--- src/rtl/xlat_cache.sv ---
module xlat_cache #(
  parameter int N    = 4,
  parameter int VA_W = 32,
  parameter int PA_W = 32,
  parameter int LG_W = 5
) (
  input  logic            clk,
  input  logic            rst_n,
  input  logic            lk_valid,
  input  logic [VA_W-1:0] lk_va,
  input  logic            lk_touch,
  input  logic            lk_write,
  input  logic            lk_store_chk,
  input  logic [1:0]      lk_cpl,
  input  logic            lk_force_sup,
  input  logic            wp_en,
  input  logic            ins_valid,
  input  logic [VA_W-1:0] ins_va,
  input  logic [PA_W-1:0] ins_pa,
  input  logic [LG_W-1:0] ins_lg,
  input  logic            ins_wr,
  input  logic            ins_user,
  input  logic            ins_global,
  input  logic            ins_nc,
  input  logic [1:0]      mnt_op,
  input  logic [VA_W-1:0] mnt_va,
  output logic            rsp_valid,
  output logic            rsp_hit,
  output logic [PA_W-1:0] rsp_pa,
  output logic [1:0]      rsp_fault,
  output logic            rsp_nc,
  output logic            rsp_wr,
  output logic            rsp_user
);
  localparam int IDX_W = (N > 1) ? $clog2(N) : 1;
  localparam logic [1:0] OP_NONE = 2'b00, OP_ALL = 2'b01, OP_NG = 2'b10, OP_ONE = 2'b11;
  localparam logic [IDX_W-1:0] OLDEST = IDX_W'(N - 1);

  logic [N-1:0]      vld, e_wr, e_usr, e_glb, e_nc;
  logic [VA_W-1:0]   e_va [N];
  logic [PA_W-1:0]   e_pa [N];
  logic [LG_W-1:0]   e_lg [N];
  logic [IDX_W-1:0]  age  [N];
  logic [IDX_W-1:0]  rank [N];

  function automatic logic covers(input logic [VA_W-1:0] b, input logic [LG_W-1:0] lg,
                                  input logic [VA_W-1:0] a);
    logic [VA_W:0] top;
    top = {1'b0, b} + ((VA_W+1)'(1) << lg);
    return (a >= b) && ({1'b0, a} < top);
  endfunction

  logic [N-1:0]     lk_hv, mv_hv, kill, keep;
  logic [IDX_W-1:0] lk_idx, mv_idx, free_idx, victim, ins_idx;
  logic             lk_any, mv_any;
  wire              full = &vld;

  always_comb begin
    lk_idx = '0; mv_idx = '0; free_idx = '0; victim = '0;
    for (int i = N - 1; i >= 0; i--) begin
      lk_hv[i] = vld[i] && covers(e_va[i], e_lg[i], lk_va);
      mv_hv[i] = vld[i] && covers(e_va[i], e_lg[i], mnt_va);
      if (lk_hv[i]) lk_idx = IDX_W'(i);
      if (mv_hv[i]) mv_idx = IDX_W'(i);
      if (!vld[i]) free_idx = IDX_W'(i);
      if (age[i] == OLDEST) victim = IDX_W'(i);
    end
  end

  assign lk_any  = |lk_hv;
  assign mv_any  = |mv_hv;
  assign ins_idx = full ? victim : free_idx;

  always_comb begin
    kill = '0;
    case (mnt_op)
      OP_ALL:  kill = '1;
      OP_NG:   kill = ~e_glb;
      OP_ONE:  if (mv_any) kill[mv_idx] = 1'b1;
      default: kill = '0;
    endcase
  end
  assign keep = vld & ~kill;

  always_comb begin
    for (int i = 0; i < N; i++) begin
      rank[i] = '0;
      for (int j = 0; j < N; j++)
        if (keep[j] && age[j] < age[i]) rank[i] = rank[i] + IDX_W'(1);
    end
  end

  wire              is_user = (lk_cpl == 2'd3) && !lk_force_sup;
  wire              bad_wr  = !e_wr[lk_idx] && (is_user || wp_en);
  wire [PA_W-1:0]   pmask   = (PA_W'(1) << e_lg[lk_idx]) - PA_W'(1);
  logic [1:0]       fault;

  always_comb begin
    fault = 2'b00;
    if (is_user && !e_usr[lk_idx])              fault = 2'b01;
    else if ((lk_write || lk_store_chk) && bad_wr) fault = 2'b10;
  end

  always_ff @(posedge clk) begin
    if (!rst_n) begin
      vld <= '0; e_wr <= '0; e_usr <= '0; e_glb <= '0; e_nc <= '0;
      for (int i = 0; i < N; i++) begin
        e_va[i] <= '0; e_pa[i] <= '0; e_lg[i] <= '0; age[i] <= '0;
      end
      rsp_valid <= 1'b0; rsp_hit <= 1'b0; rsp_pa <= '0; rsp_fault <= '0;
      rsp_nc <= 1'b0; rsp_wr <= 1'b0; rsp_user <= 1'b0;
    end else begin
      rsp_valid <= lk_valid;
      rsp_hit   <= lk_any;
      rsp_pa    <= lk_any ? (e_pa[lk_idx] | (PA_W'(lk_va) & pmask)) : '0;
      rsp_fault <= lk_any ? fault : 2'b00;
      rsp_nc    <= lk_any && e_nc[lk_idx];
      rsp_wr    <= lk_any && e_wr[lk_idx];
      rsp_user  <= lk_any && e_usr[lk_idx];
      if (mnt_op != OP_NONE) begin
        vld <= keep;
        for (int i = 0; i < N; i++) age[i] <= rank[i];
      end else if (ins_valid) begin
        for (int i = 0; i < N; i++)
          if (vld[i] && IDX_W'(i) != ins_idx) age[i] <= age[i] + IDX_W'(1);
        age[ins_idx]   <= '0;
        vld[ins_idx]   <= 1'b1;
        e_va[ins_idx]  <= ins_va;
        e_pa[ins_idx]  <= ins_pa;
        e_lg[ins_idx]  <= ins_lg;
        e_wr[ins_idx]  <= ins_wr;
        e_usr[ins_idx] <= ins_user;
        e_glb[ins_idx] <= ins_global;
        e_nc[ins_idx]  <= ins_nc;
      end else if (lk_valid && lk_touch && lk_any) begin
        for (int i = 0; i < N; i++)
          if (vld[i] && age[i] < age[lk_idx]) age[i] <= age[i] + IDX_W'(1);
        age[lk_idx] <= '0;
      end
    end
  end

  logic [N-1:0] age_used;
  always_comb begin
    age_used = '0;
    for (int i = 0; i < N; i++) if (vld[i]) age_used[age[i]] = 1'b1;
  end

  p_age_unique_r3: assert property (@(posedge clk) disable iff (!rst_n)
    $countones(age_used) == $countones(vld));
  p_touch_front_r3: assert property (@(posedge clk) disable iff (!rst_n)
    (lk_valid && lk_touch && lk_any && mnt_op == OP_NONE && !ins_valid) |=> age[$past(lk_idx)] == '0);
  p_ins_grows_r4: assert property (@(posedge clk) disable iff (!rst_n)
    (ins_valid && mnt_op == OP_NONE && !full) |=> $countones(vld) == $past($countones(vld)) + 1);
  p_ins_full_r4: assert property (@(posedge clk) disable iff (!rst_n)
    (ins_valid && mnt_op == OP_NONE && full) |=> &vld);
  p_flush_all_r5: assert property (@(posedge clk) disable iff (!rst_n)
    (mnt_op == OP_ALL) |=> vld == '0);
  p_flush_ng_r6: assert property (@(posedge clk) disable iff (!rst_n)
    (mnt_op == OP_NG) |=> (vld & ~e_glb) == '0);
  p_inval_one_r7: assert property (@(posedge clk) disable iff (!rst_n)
    (mnt_op == OP_ONE && mv_any) |=> !vld[$past(mv_idx)]);
  p_fault_hit_r8: assert property (@(posedge clk) disable iff (!rst_n)
    (rsp_fault != 2'b00) |-> rsp_hit);
endmodule

--- config.mk ---
export PLATFORM = sky130hd
export DESIGN_NAME = xlat_cache
export DESIGN_NICKNAME = d
export VERILOG_FILES = /design/src/rtl/xlat_cache.sv
export SDC_FILE = /design/constraint.sdc
export NUM_CORES = 2
export LEC_CHECK = 0
export CAP_MARGIN = 20
export CORE_MARGIN = 10
export CORE_UTILIZATION = 25
export DETAILED_ROUTE_END_ITERATION = 12
export SLEW_MARGIN = 20
export SYNTH_ARGS = -nofsm -noshare
export SYNTH_HDL_FRONTEND = slang
export SYNTH_SLANG_ARGS = --single-unit
--- constraint.sdc ---
create_clock -name clk -period 25.5 [get_ports clk]
set_clock_uncertainty 0.05 [all_clocks]
set_input_delay 7.65 -clock clk [delete_from_list [all_inputs] [get_ports clk]]
set_output_delay 7.65 -clock clk [all_outputs]
set_load 0.01 [all_outputs]
Word-level counts from Yosys, hierarchy flattened

Memory sizes are Yosys's and may differ from the RTL's.
Index checks and enable logic that the tools add are counted.

Add/subtract/negate cells: 21
Multiply operators: 0
Divide/modulo/power cells: 0
Order comparisons: 41
Equal/unequal tests: 11
Shift-type cells: 5
Multiplexer cells: 134
Bitwise operators: 21
Reductions and logical operators: 69

Operators with widths:

| cell                    | count |
|---|---|
| $lt A32 B33 Y1          | 8 |
| $ge A32 B32 Y1          | 8 |
| $add A32 B33 Y33        | 4 |
| $shl A1 B5 Y33 const A  | 4 |
| $mux W2                 | 47 |
| $mux W1                 | 71 |
| $mux W32                | 2 |
| $reduce_or A32 Y1       | 2 |
| $logic_and A1 B1 Y1     | 51 |
| $lt A2 B2 Y1            | 20 |
| $add A2 B1 Y2 const B   | 16 |
| $and A32 B32 Y32        | 1 |
| $or A32 B32 Y32         | 1 |
| $shl A1 B5 Y32 const A  | 1 |
| $sub A32 B2 Y32 const B | 1 |
| $bwmux W4               | 4 |
| $eq A2 B2 Y1 const B    | 7 |
| $mux W4                 | 3 |
| $or A1 B1 Y1            | 12 |
| $pmux W4 S3             | 1 |
| $lt A2 B3 Y1 const B    | 3 |
| $not A4 Y4              | 2 |
| $reduce_or A4 Y1        | 2 |
| $bmux W1 S2             | 3 |
| other kinds (17)        | 28 |

Register bits after elaboration: 59
Latch bits: 0
Memory bits (writable): 284
ROM bits: 0
Input port bits: 150
Output and inout port bits: 39
Memories kept: 4

Memory list:

| memory | words | bits a word | read ports | clocked after Yosys merged registers in | write ports | line | RTL |
|---|---|---|---|---|---|---|---|
| e_pa   | 4     | 32          | 1          | 0                                       | 4           | 41   | `logic [PA_W-1:0] e_pa [N];` |
| e_va   | 4     | 32          | 4          | 0                                       | 4           | 40   | `logic [VA_W-1:0] e_va [N];` |
| e_lg   | 4     | 5           | 5          | 0                                       | 4           | 42   | `logic [LG_W-1:0] e_lg [N];` |
| age    | 4     | 2           | 5          | 0                                       | 5           | 43   | `logic [IDX_W-1:0] age [N];` |

Longest topological paths before layout

An unclocked memory read counts as a cell.

Depth in word-level cells: 29
Mapped depth: 45

Worst setup path after synthesis

OpenSTA, ideal clock, no wires.

Kind: input -> register
Start point: in mnt_op[1]
End point: mem e_lg[1][0] (enable)
Arrival: 13035 ps
Path slack: 11824 ps
Stages on the path: 4
Cell sequence: nor2_1 -> clkbuf_1 -> nand2_1 -> o21ai_0

RTL lines:

| element            | line | RTL |
|---|---|---|
| start: declaration | 25   | `input logic [1:0] mnt_op,` |
| end: declaration   | 42   |  |

Worst setup path in the final report

Start point: in lk_va[26]
End point: reg rsp_pa[10]

Longest elaborated chain between the ends: 12
Elaborated cells on any way between the ends: 28
Those cells by class: add/sub (1); order compare (8); shift (1); mux (4); bitwise (2); reduce/logical (10); memory (2)

RTL lines:

| element                                          | line | RTL |
|---|---|---|
| start: declaration                               | 10   | `input logic [VA_W-1:0] lk_va,` |
| $lt A32 B33 Y1 or $ge A32 B32 Y1 (tied branches) | 50   | `return (a >= b) && ({1'b0, a} < top);` |
| $logic_and A1 B1 Y1                              | 50   |  |
| $logic_and A1 B1 Y1                              | 61   | `lk_hv[i] = vld[i] && covers(e_va[i], e_lg[i], lk_va);` |
| $mux W2 (4 in a row)                             | 63   | `if (lk_hv[i]) lk_idx = IDX_W'(i);` |
| $mem_v2 Z4 W5                                    | -    |  |
| $shl A1 B5 Y32                                   | 95   | `wire [PA_W-1:0] pmask = (PA_W'(1) << e_lg[lk_idx]) - PA_W'(1);` |
| $sub A32 B2 Y32                                  | 95   |  |
| $and A32 B32 Y32                                 | 115  | `rsp_pa <= lk_any ? (e_pa[lk_idx] \| (PA_W'(lk_va) & pmask)) : '0;` |
| $or A32 B32 Y32                                  | 115  |  |
| end signal: assignment                           | 115  |  |
| end: declaration                                 | 29   | `output logic [PA_W-1:0] rsp_pa,` |

Several ways; a longest one is shown, not always the timed one.
A chain may end at the register's enable or synchronous reset.

==> flow_summary.ini <==
[outcome]
status = finished clean

[pwr]
power_switching_mw = 0.498
clockPowerShare_pct = 38.0
internal_power_mw = 1.10
vdd_ir_drop_max_uv = 48.5
p_leak_nw = 16.5
seq_power_share_pct = 39.9
comb_power_share_pct = 22.1
power_mw = 1.60
power_density_nw_per_um2 = 41.7
swShare_pct = 31.1

[cts]
cts_tree = built
htreeDepth = 2
clock_latency_ns = 0.63
cts-root-buf = clkbuf_16
cts_hold_buffers = 0
clkSlewWorstSetupHoldPaths_ns = 0.06
cts_buffers = 42
clk_path_buf_depth = 3
clock_sinks = 343
cts_resized = 0
post_cts_buffers = 0

[sta]
period_needed_ns = 14.17
tns_ns = 0
rsz0062_at_grt = false
whs_ns = 0.442
max_freq_ghz = 0.0706
setup_violations = 0
period_share_pct = 55.6
hold_viol_final = 0
relSlewSlack_pct = 18.1
tightestPinTransition_ns = 1.21
slew_viol_final = 0

[route]
vias_per_cell = 5.14
ant_nets = 0
drt_iter0_markers = 2453
remaining_drc_errors = 0
via_count = 29000
wirelength_mm = 122
drtPass1Iterations = 5
avgRoutedWirePerCell_microns = 21.6

[floorplan]
ios = 189
initial_core_util_pct = 25.1
die_w_microns = 383
rows = 133
die-height_microns = 383
dieArea_sq_um = 147000
coreArea_sq_um = 131000

[setup_path]
cp-endpoint = rsp_pa[10]
crit_path_cell_trace = clkdlybuf4s50_1 -> ha_1 -> a211oi_1 -> o21ai_1 -> a221o_1 -> o41ai_1 -> a311oi_1 -> a31oi_2 -> and2_1 -> nand2_2 -> o32a_1 -> nand2_1 -> nand2_1 -> or4_1 -> ha_1 -> nor2_1 -> or4b_1 -> a21oi_1 -> o21ai_1 -> a21oi_1
rr_startpoint = e_lg[2][4]
r2r-end = rsp_pa[10]
cp.arrival_ns = 14.64
critPathRequiredTime_ns = 25.97
crit_cells = 20
worstPathMaxFanout = 19
critPathLaunchType = input pin
cp-startpoint = lk_va[26]
crit_path_end_kind = flop
reg2reg_depth = 38
worst-path-buf-inv = 1
cpPeakStageDelay_ns = 0.87
path_delay_family = simple AND/OR/NAND/NOR gates
cp_slowest_cell = clkdlybuf4s50_1
crit_type = input pin to flop
ff2ff_setup_slack_ns = 15.02

[global_route]
antenna_found_initial = 11
grt_pass1_wl_mm = 179
grt_max_degree = 73
grt_pass1_vias = 28600
overflow = 0
grtUsageTotal_pct = 15.9

[yosys]
syn-num-nets = 4478
syn_area_sq_um = 32900
synth.area.top_cells = edfxtp_1 25%, ha_1 25%, nor2_1 5.8%
yosysTopAreaCell = edfxtp_1
synth_edf_count = 276
syn_area_per_cell_sq_um = 8.96
ys_ff_latch = 343
synth.distinct_cells = 101
synthFlopType = edfxtp_1
synth_top_area_share_pct = 25.2
async_flop_share_pct = 0
yosysSeqAreaShare_pct = 29.3
synthCells = 3671
synth_warnings = 0

[job]
drv_cap = 0

[cells_and_area]
drive_gt1_share_pct = 5.05
layout.nets = 4659
layout_commonest_cell = ha_1
fin_area_sq_um = 38400
synthToLayoutAreaGrowth_pct = 16.6
final_cell_mix = 653 x ha_1, 510 x nor2_1, 283 x inv_1, 278 x a21oi_1, 276 x edfxtp_1
fin_util_pct = 29.3

[hold_path]
hp-class = flop to flop

[place]
hpwl_mm = 97.5
post_dp_cell_area_sq_um = 37000
place_congestion = 0.923
port_buffers = 188
[sequential cells by signal, indices dropped and copies added, names as in the netlist]
register,count
e_pa,128
rsp_nc,1
rsp_fault,2
vld,4
e_lg,20
e_usr,4
rsp_hit,1
e_wr,4
e_glb,4
age,8
rsp_wr,1
e_va,128
rsp_pa,32
rsp_user,1
rsp_valid,1
e_nc,4
[cell type report]
class | count | area, sq um
clock buffers | 52 | 1090
diodes | 2 | 5.00
inverters | 285 | 1070
repair buffers | 226 | 2170
well taps | 1755 | 2200
fillers | 13900 | 92800
multi-input cells | 2954 | 21900
flip-flops and latches | 343 | 9630
clock inverters | 25 | 272
[metal layers]
layer  vias to the layer above  GRT usage [%]  wire length, microns
met3                       159           2.68                  9020
li1                      13900              -                     -
met5                         -              0                   108
met2                       926           26.1                 55200
met1                     14000           21.6                 54500
met4                        16           4.01                  2980
[worst min-delay path by stage]
stage,startpoint,end,slack (ns),cells past startpoint
after floorplan,e_nc[0],e_nc[0],0.41,2
after global placement,e_wr[0],e_wr[0],0.42,2
after detailed placement,e_wr[0],e_wr[0],0.43,2
after CTS,e_nc[1],e_nc[1],0.45,2
after global routing,e_nc[1],e_nc[1],0.48,2
final,e_wr[0],e_wr[0],0.44,2
[kinds of logic after synthesis]
kind of cell               Yosys count  synth area share [%]
muxes                               69                  2.72
AOI/OAI and AO/OA                  944                  19.0
and+or+nand+nor                   1167                  16.4
buffers and inverters              374                  4.35
DFF                                343                  29.3
xor gates and xnor gates           117                  3.20
adders and majority gates          657                  25.1
[Yosys cell counts, types with 20 or more instances]
master / number
xnor2_1: 59
clkbuf_1: 71
ha_1: 653
a211oi_1: 43
nor2_1: 510
xor2_1: 56
nand2b_1: 52
nand4_1: 59
o211ai_1: 30
inv_1: 283
a2111oi_0: 20
a21o_1: 138
nor3_1: 45
nor2b_1: 49
a31oi_1: 25
mux2i_1: 41
nand2_1: 241
nand3_1: 73
edfxtp_1: 276
dfxtp_1: 67
o21a_1: 42
a21oi_1: 278
o21ai_0: 170
o21bai_1: 21
[worst register-to-register path, delay by kind of cell (launching register included)]
kind | cells | cell delay, ns
compound gates | 19 | 4.15
simple gates | 15 | 4.47
xor+xnor | 1 | 0.13
flops | 1 | 0.54
fa+ha+maj | 3 | 1.04
[power groups by stage]
stage	combinational (mW)	clock (mW)	sequential, mW
floorplan	0.213	0	0.645
global placement	0.342	0	0.650
detailed placement	0.349	0	0.651
CTS	0.352	0.618	0.639
global route	0.394	0.641	0.641
finish	0.354	0.608	0.639
[per-stage QoR]
stage	worst slack, ns	cells
finish	11.33	5642
global route	10.89	5640
CTS	11.43	5640
detailed placement	10.81	5563
global placement	10.86	5563
floorplan	11.82	3671
(Power assumes the default switching activity.)
